**src/rtl/intc_evt_pkg.sv**
```systemverilog
package intc_evt_pkg;
    localparam int EVT_N   = 2;
    localparam int OVF_BIT = 0;
    localparam int DLY_BIT = 1;

    typedef logic [EVT_N-1:0] evt_vec_t;

    typedef struct packed {
        evt_vec_t raw;
    } raw_state_t;

    typedef struct packed {
        evt_vec_t en;
        evt_vec_t wk;
    } en_state_t;

    typedef struct packed {
        logic irq;
        logic wake;
    } out_state_t;
endpackage

```
**src/rtl/intc_raw_bank.sv**
```systemverilog
module intc_raw_bank
    import intc_evt_pkg::*;
(
    input  logic     clk,
    input  logic     rst_n,
    input  evt_vec_t evt_i,
    input  evt_vec_t set_i,
    input  evt_vec_t clr_i,
    output evt_vec_t raw_o
);
    raw_state_t st_d, st_q;
    evt_vec_t   bit_nxt;

    // Per source: event and set beat clear
    for (genvar k = 0; k < EVT_N; k++) begin : g_bit
        assign bit_nxt[k] = evt_i[k] | set_i[k] | (st_q.raw[k] & ~clr_i[k]);
    end

    always_comb begin
        st_d     = st_q;
        st_d.raw = bit_nxt;
    end

    always_ff @(posedge clk or negedge rst_n) begin
        if (!rst_n) st_q <= '0;
        else        st_q <= st_d;
    end

    assign raw_o = st_q.raw;
endmodule

```
**src/rtl/intc_en_bank.sv**
```systemverilog
module intc_en_bank
    import intc_evt_pkg::*;
(
    input  logic     clk,
    input  logic     rst_n,
    input  evt_vec_t en_set_i,
    input  evt_vec_t en_clr_i,
    input  logic     wk_we_i,
    input  evt_vec_t wk_data_i,
    output evt_vec_t en_o,
    output evt_vec_t wk_o
);
    en_state_t st_d, st_q;

    always_comb begin
        st_d    = st_q;
        st_d.en = (st_q.en & ~en_clr_i) | en_set_i;
        if (wk_we_i) st_d.wk = wk_data_i;
    end

    always_ff @(posedge clk or negedge rst_n) begin
        if (!rst_n) st_q <= '0;
        else        st_q <= st_d;
    end

    assign en_o = st_q.en;
    assign wk_o = st_q.wk;
endmodule

```
**src/rtl/intc_out_stage.sv**
```systemverilog
module intc_out_stage
    import intc_evt_pkg::*;
(
    input  logic     clk,
    input  logic     rst_n,
    input  evt_vec_t raw_i,
    input  evt_vec_t en_i,
    input  evt_vec_t wk_i,
    output logic     irq_o,
    output logic     wake_o
);
    out_state_t st_d, st_q;

    always_comb begin
        st_d      = st_q;
        st_d.irq  = |(raw_i & en_i);
        st_d.wake = |(raw_i & wk_i);
    end

    always_ff @(posedge clk or negedge rst_n) begin
        if (!rst_n) st_q <= '0;
        else        st_q <= st_d;
    end

    assign irq_o  = st_q.irq;
    assign wake_o = st_q.wake;
endmodule

```
**src/rtl/intc_evt_status.sv**
```systemverilog
module intc_evt_status
    import intc_evt_pkg::*;
#(
    parameter int DATA_W = 32
) (
    input  logic              clk,
    input  logic              rst_n,
    input  logic [1:0]        evt_i,
    input  logic              raw_set_we,
    input  logic              masked_clr_we,
    input  logic              en_set_we,
    input  logic              en_clr_we,
    input  logic              wake_we,
    input  logic [DATA_W-1:0] wr_data,
    output logic [DATA_W-1:0] raw_rd,
    output logic [DATA_W-1:0] masked_rd,
    output logic [DATA_W-1:0] en_set_rd,
    output logic [DATA_W-1:0] en_clr_rd,
    output logic [DATA_W-1:0] wake_rd,
    output logic              irq_o,
    output logic              wake_o
);
    localparam int PAD_W = DATA_W - EVT_N;

    evt_vec_t wd, raw_v, en_v, wk_v;
    evt_vec_t raw_set_v, raw_clr_v, en_set_v, en_clr_v;

    assign wd        = wr_data[EVT_N-1:0];
    assign raw_set_v = raw_set_we    ? wd : '0;
    assign raw_clr_v = masked_clr_we ? wd : '0;
    assign en_set_v  = en_set_we     ? wd : '0;
    assign en_clr_v  = en_clr_we     ? wd : '0;

    intc_raw_bank u_raw (
        .clk   (clk),
        .rst_n (rst_n),
        .evt_i (evt_i),
        .set_i (raw_set_v),
        .clr_i (raw_clr_v),
        .raw_o (raw_v)
    );

    intc_en_bank u_en (
        .clk       (clk),
        .rst_n     (rst_n),
        .en_set_i  (en_set_v),
        .en_clr_i  (en_clr_v),
        .wk_we_i   (wake_we),
        .wk_data_i (wd),
        .en_o      (en_v),
        .wk_o      (wk_v)
    );

    intc_out_stage u_out (
        .clk    (clk),
        .rst_n  (rst_n),
        .raw_i  (raw_v),
        .en_i   (en_v),
        .wk_i   (wk_v),
        .irq_o  (irq_o),
        .wake_o (wake_o)
    );

    assign raw_rd    = {{PAD_W{1'b0}}, raw_v};
    assign masked_rd = {{PAD_W{1'b0}}, raw_v & en_v};
    assign en_set_rd = {{PAD_W{1'b0}}, en_v};
    assign en_clr_rd = {{PAD_W{1'b0}}, en_v};
    assign wake_rd   = {{PAD_W{1'b0}}, wk_v};
endmodule

```
**config.mk**
```make
export PLATFORM = sky130hd
export DESIGN_NAME = intc_evt_status
export DESIGN_NICKNAME = d
export VERILOG_FILES = /design/src/rtl/intc_evt_pkg.sv /design/src/rtl/intc_raw_bank.sv /design/src/rtl/intc_en_bank.sv /design/src/rtl/intc_out_stage.sv /design/src/rtl/intc_evt_status.sv
export SDC_FILE = /design/constraint.sdc
export NUM_CORES = 1
export LEC_CHECK = 0
export BUFFER_PORTS_ARGS = -buffer_cell sky130_fd_sc_hd__buf_2
export CORE_AREA = 2 2 79 81
export CTS_CLUSTER_SIZE = 14
export DETAILED_ROUTE_END_ITERATION = 12
export DIE_AREA = 0 0 81 83
export GPL_TIMING_DRIVEN = 0
export PLACE_DENSITY = 0.72
export SLEW_MARGIN = 10
export SYNTH_ARGS = -nofsm -noshare
export SYNTH_HDL_FRONTEND = slang
export SYNTH_SLANG_ARGS = --single-unit
```
**constraint.sdc**
```tcl
create_clock -name clk -period 1.4 [get_ports clk]
set_input_delay 0.14 -clock clk [delete_from_list [all_inputs] [get_ports clk]]
set_output_delay 0.14 -clock clk [all_outputs]
set_load 0.02 [all_outputs]
```
==> run_results.csv, run 1 <==
group,metric,value,unit
logic_synthesis,ys_types,10,
logic_synthesis,postSynthAreaPerCell,8.28,um2
floorplan,initial_core_util,24.9,%
floorplan,core_area,0.00582,mm2
critical_path,cpMaxStageDelayCell,"dfrtp_1",
timing,post-route-min-period,1120,ps
detailed_routing,wl,2.60,mm
timing,setup_violations,0,
global_routing,grt_pass1_wl,3.65,mm
logic_synthesis,yosysSeqAreaShare,13.8,%
detailed_routing,wl_per_cell,6.11,um
placement,place_hpwl,2.49,mm
logic_synthesis,synth_common_cells,"buf_4, dfrtp_1, nand2_1",
placement,numPortBuffers,22,
final_layout,antenna-diode-count,0,
logic_synthesis,synth_top_area_share,78.8,%
logic_synthesis,synthMostInstantiatedCell,"buf_4",
final_layout,n_fill_cell,600,
power,power_frac_comb,60.7,%
floorplan,dieArea,0.00672,mm2
global_routing,grt_max_degree,9,
power,sequentialPowerShare,19.5,%
critical_path,crit_chain,"and2_1 -> buf_2",
floorplan,die_w,81,um
logic_synthesis,synth_ff_type,"dfrtp_1",
logic_synthesis,yosys.area.top_type,"buf_4",
critical_path,critPathLaunchType,"register",
clock_network,clkSlewWorstSetupHoldPaths,40,ps
timing,hold_viol,0,
clock_network,insertion_delay,230,ps
timing,fmax,893,MHz
global_routing,grtUsageTotal,6.97,%
global_routing,grt_overflow,0,
floorplan,die_h,83,um
critical_path,path_max_fanout,4,
floorplan,row_count,28,
timing,fin_tns_setup,0,ps
critical_path,crit_type,"reg2out",
status,outcome,"finished, final reports clean",
detailed_routing,via_count,1085,
power,clock_power_share,19.7,%
logic_synthesis,synth_edf_count,0,
critical_path,arrival,980,ps
clock_network,cts_buffer_depth,2,
timing,fin_skew,1.23,ps
logic_synthesis,synthArstFlopShare,100,%
job,cap_violations,0,
timing,fin_worst_hold_slack,110,ps
power,power.static_leakage,1.55,nW
clock_network,cts_setup_buffers,0,
final_layout,postLayoutCoreUtil,38.9,%
logic_synthesis,synth-seq-cells,8,
detailed_routing,drt_first_iter_violations,12,
power,swShare,43.6,%
detailed_routing,vias_per_cell,2.55,
detailed_routing,dr.pass1.iters,3,
final_layout,syn_to_final_growth,56.2,%
global_routing,antenna_found_initial,0,
timing,post-route-period-util,80.0,%
detailed_routing,ant_nets,0,
floorplan,io_pins,203,
clock_network,numCtsBuffers,3,
power,ir_drop,355,uV
clock_network,clockRootBuffer,"clkbuf_8",
timing,slew_violations,0,
global_routing,grt_pass1_vias,835,
clock_network,htreeDepth,1,
power,power_switching,0.609,mW
power,intPower,0.787,mW
critical_path,slowest_delay,420,ps
logic_synthesis,syn_inst,175,
logic_synthesis,netlist_area,0.00145,mm2
worst_hold_path,hp-class,"in2reg",
power,power_density,617,mW/mm2
logic_synthesis,synthTopCellsByArea,"buf_4, dfrtp_1, mux2_2",
clock_network,cts_tree,"yes",
timing,rsz0062_at_grt,"false",
clock_network,cts_sinks,8,
final_layout,drive_gt1_share,51.4,%
placement,gp_congestion,0.621,
critical_path,cp.required,1260,ps
critical_path,critical_path.endpoint_type,"output pin",
logic_synthesis,yosysWarnings,0,
final_layout,nets,393,
detailed_routing,route.detailed.drc,0,
## timing repair
item | in CTS | in global routing
endpoints found under the setup margin | 0 | 0
gates resized for setup | 0 | 0
hold buffers | 1 | 0
hold endpoints to repair | 8 | 0
## power by group through the flow
stage,combinational [mW],clock [mW],sequential [mW]
floorplan,0.728,0,0.302
global placement,0.821,0,0.276
detailed placement,0.823,0,0.276
CTS,0.825,0.286,0.273
global route,0.908,0.295,0.276
finish,0.848,0.276,0.272
## cell type report
| type | count | area, um2 | area share [%] |
|---|---|---|---|
| buffer | 152 | 1140 | 50.4 |
| clock buffer | 3 | 41.3 | 1.82 |
| multi-input combinational | 164 | 667 | 29.5 |
| tap | 75 | 93.8 | 4.15 |
| timing repair buffer | 23 | 120 | 5.31 |
| sequential | 8 | 200 | 8.84 |
## metal layers
metal	GRT usage, %	wire length (um)
met1	4.62	654
met2	14.9	1450
met3	1.96	434
met4	4.62	58
met5	0	0
## layout by cell type (no fill, tap or decap)
| cell | count |
|---|---|
| dfrtp_1 | 8 |
| buf_2 | 22 |
| and2_1 | 2 |
| a221o_1 | 2 |
| or2_1 | 1 |
| mux2_2 | 2 |
| a22o_1 | 2 |
| dlygate4sd3_1 | 1 |
| nand2_1 | 4 |
| a22o_2 | 1 |
| buf_4 | 152 |
| conb_1 | 150 |
| clkbuf_8 | 3 |
## sequential cells by signal (all words and copies together), names as in the netlist
name / count
u_en.wk_o: 2
u_en.en_o: 2
u_out.irq_o: 1
u_out.wake_o: 1
u_raw.raw_o: 2
## path summary, 6_finish.rpt
kind | slack (ps) | cells after the start | to | start
worst max-delay path | 280 | 2 | masked_rd[1] | u_raw.raw_o[1]$_DFF_PN0_
worst min-delay path | 110 | 2 | u_raw.raw_o[0]$_DFF_PN0_ | evt_i[0]
worst max register to register | 460 | 2 | u_out.irq_o$_DFF_PN0_ | u_raw.raw_o[1]$_DFF_PN0_
worst min register to register | 520 | 1 | u_out.wake_o$_DFF_PN0_ | u_en.wk_o[1]$_DFFE_PN0P_
max in group asynchronous | 940 | 2 | u_en.en_o[1]$_DFF_PN0_ | rst_n
min in group asynchronous | 300 | 2 | u_out.wake_o$_DFF_PN0_ | rst_n
## kinds of logic after synthesis
family | count (synthesis) | synth area share [%]
multiplexers | 2 | 1.55
other | 1 | 0.259
flip-flops | 8 | 13.8
AND/OR/NAND/NOR | 7 | 2.33
AO/OA/AOI/OAI | 5 | 3.28
buffers and inverters | 152 | 78.8
## critical path: cells and delay by family, from the launching register on
family                 cells  cell delay (ps)
buffers and inverters      1              150
DFF                        1              420
and+or+nand+nor            1              180
## through the flow
stage | area (um2) | cells | total power, mW | setup slack, ps
finish | 2260 | 425 | 1.40 | 281
global route | 2260 | 425 | 1.48 | 247
global placement | 2210 | 421 | 1.10 | 459
CTS | 2260 | 425 | 1.38 | 268
detailed placement | 2210 | 421 | 1.10 | 459
floorplan | 2010 | 324 | 1.03 | 330
Power figures use the tool's default switching activity.
==> run 2: changes to the inputs <==
CORE_AREA = 2 2 78 80   (was 2 2 79 81)
DIE_AREA = 0 0 80 82   (was 0 0 81 83)
PLACE_DENSITY = 0.76   (was 0.72)
clock period = 0.9 ns   (was 1.4 ns; I/O delays follow)
==> run_results.csv, run 2 (synthesis results as in run 1) <==
group,metric,value,unit
timing,fin_skew,3.01,ps
global_routing,grt_overflow,0,
final_layout,final_area,0.00237,mm2
final_layout,drive_gt1_share,53.5,%
global_routing,grt_pass1_wl,3.63,mm
global_routing,use_met1,4.93,%
final_layout,instances_no_fill,430,
worst_hold_path,hp-class,"in2reg",
final_layout,nets,397,
global_routing,grt_max_degree,9,
placement,place_hpwl,2.57,mm
power,power,2.30,mW
timing,rsz0062_at_grt,"true",
critical_path,crit_chain,"and2_4 -> buf_6",
detailed_routing,wl,2.94,mm
detailed_routing,wl_per_cell,6.83,um
global_routing,gr-max-usage-layer,"met2",
power,power.static_leakage,1.60,nW
detailed_routing,via_count,1142,
detailed_routing,dr.pass1.iters,4,
critical_path,critical_path.endpoint_type,"output pin",
clock_network,cts_sinks,8,
clock_network,cts_buffer_depth,2,
clock_network,clockRootBuffer,"clkbuf_8",
timing,hold_viol,0,
power,ir_drop,497,uV
clock_network,cts_tree,"yes",
critical_path,crit_buf_inv,1,
power,power_density,969,mW/mm2
global_routing,met3_usage,1.98,%
timing,setup_violations,10,
timing,post-route-min-period,1030,ps
clock_network,clkSlewWorstSetupHoldPaths,40,ps
timing,final.setup.worst_slack,-130,ps
timing,post-route-period-util,114,%
floorplan,core_area,0.00575,mm2
final_layout,syn_to_final_growth,63.8,%
status,outcome,"complete, but fails checks",
placement,numPortBuffers,22,
floorplan,die_h,82,um
timing,slew_violations,0,
critical_path,cpMaxStageDelayCell,"dfrtp_2",
clock_network,numCtsBuffers,3,
critical_path,critPathLaunchType,"register",
final_layout,n_fill_cell,554,
floorplan,initial_core_util,25.2,%
floorplan,die_w,80,um
placement,pre_cts_ws,-13.4,ps
floorplan,row_count,28,
global_routing,grt_pass1_vias,830,
global_routing,antenna_found_initial,0,
critical_path,arrival,940,ps
global_routing,met2_usage,15.8,%
final_layout,antenna-diode-count,0,
final_layout,layout_common_cells,"buf_4, conb_1, buf_2",
critical_path,path_max_fanout,3,
clock_network,insertion_delay,230,ps
placement,place_inst,421,
critical_path,cp_top_family,"flip-flops",
placement,place_area,0.00222,mm2
job,cap_violations,0,
critical_path,crit_type,"reg2out",
detailed_routing,vias_per_cell,2.66,
global_routing,grtUsageTotal,7.32,%
detailed_routing,route.detailed.drc,0,
detailed_routing,drt_first_iter_violations,9,
critical_path,slowest_delay,420,ps
detailed_routing,ant_nets,0,
floorplan,io_pins,203,
status,violations,"setup timing",
timing,fmax,971,MHz
floorplan,dieArea,0.00656,mm2
timing,fin_tns_setup,-781,ps
critical_path,cp.required,810,ps
clock_network,htreeDepth,1,
placement,gp_congestion,0.627,
==> run 2: changes by cell type in the layout (fill, tap and decap cells not counted) <==
cell / previous run / this run
and2_1: 2 / 0
dfrtp_2: 0 / 4
buf_4: 152 / 150
buf_6: 0 / 13
and2_4: 0 / 2
buf_2: 22 / 15
dfrtp_1: 8 / 4
clkbuf_1: 0 / 1
==> run 2: layout make-up <==
class	instances	area [um2]	area share, %
Tap cell	75	93.8	3.95
Multi-Input combinational cell	164	672	28.3
Clock buffer	4	45.0	1.90
Timing Repair Buffer	27	209	8.80
Buffer	152	1150	48.4
Sequential cell	8	205	8.65
==> run 2: power by group <==
part           internal (mW)  total [mW]  switching, mW  leakage [nW]
clock                  0.307       0.447          0.140        0.0228
sequential             0.401       0.433         0.0321        0.0835
combinational          0.614        1.42          0.806          1.49
total                   1.32        2.30          0.978          1.60
==> run 2: per-layer routing <==
metal / vias up / wire, um
li1: 597 / -
met4: 0 / 62
met2: 99 / 1710
met5: - / 0
met3: 4 / 406
met1: 442 / 752
==> run 2: worst paths after layout <==
check | slack, ps | end | start | cells past startpoint
max | -130 | masked_rd[0] | u_raw.raw_o[0]$_DFF_PN0_ | 2
min | 70 | u_raw.raw_o[0]$_DFF_PN0_ | evt_i[0] | 2
max reg2reg | -30 | u_out.wake_o$_DFF_PN0_ | u_raw.raw_o[1]$_DFF_PN0_ | 3
min reg2reg | 540 | u_out.wake_o$_DFF_PN0_ | u_en.wk_o[0]$_DFFE_PN0P_ | 1
max in group asynchronous | 490 | u_raw.raw_o[0]$_DFF_PN0_ | rst_n | 2
min in group asynchronous | 240 | u_en.en_o[1]$_DFF_PN0_ | rst_n | 2
==> run 2: through the flow <==
stage,util [%],hold slack (ps)
2_1_floorplan,-,-206
3_3_place_gp,38.7,-63.1
3_5_place_dp,38.7,-61.3
4_1_cts,41.0,67.3
5_1_grt,41.3,78.0
6_report,41.3,75.0
==> run 2: repair_timing <==
action                                  4_1_cts  5_1_grt
resized for setup                            17        3
endpoints found under the hold margin         8        0
hold buffers                                  1        0
pin swaps                                     2        1
endpoints found under the setup margin        9       10
setup buffers                                 3        1
==> run 2: worst register-to-register path: cells and delay by family, from the launching register on <==
family          cells  cell delay (ps)
flops               1              420
buf+inv             2              220
compound gates      1              170
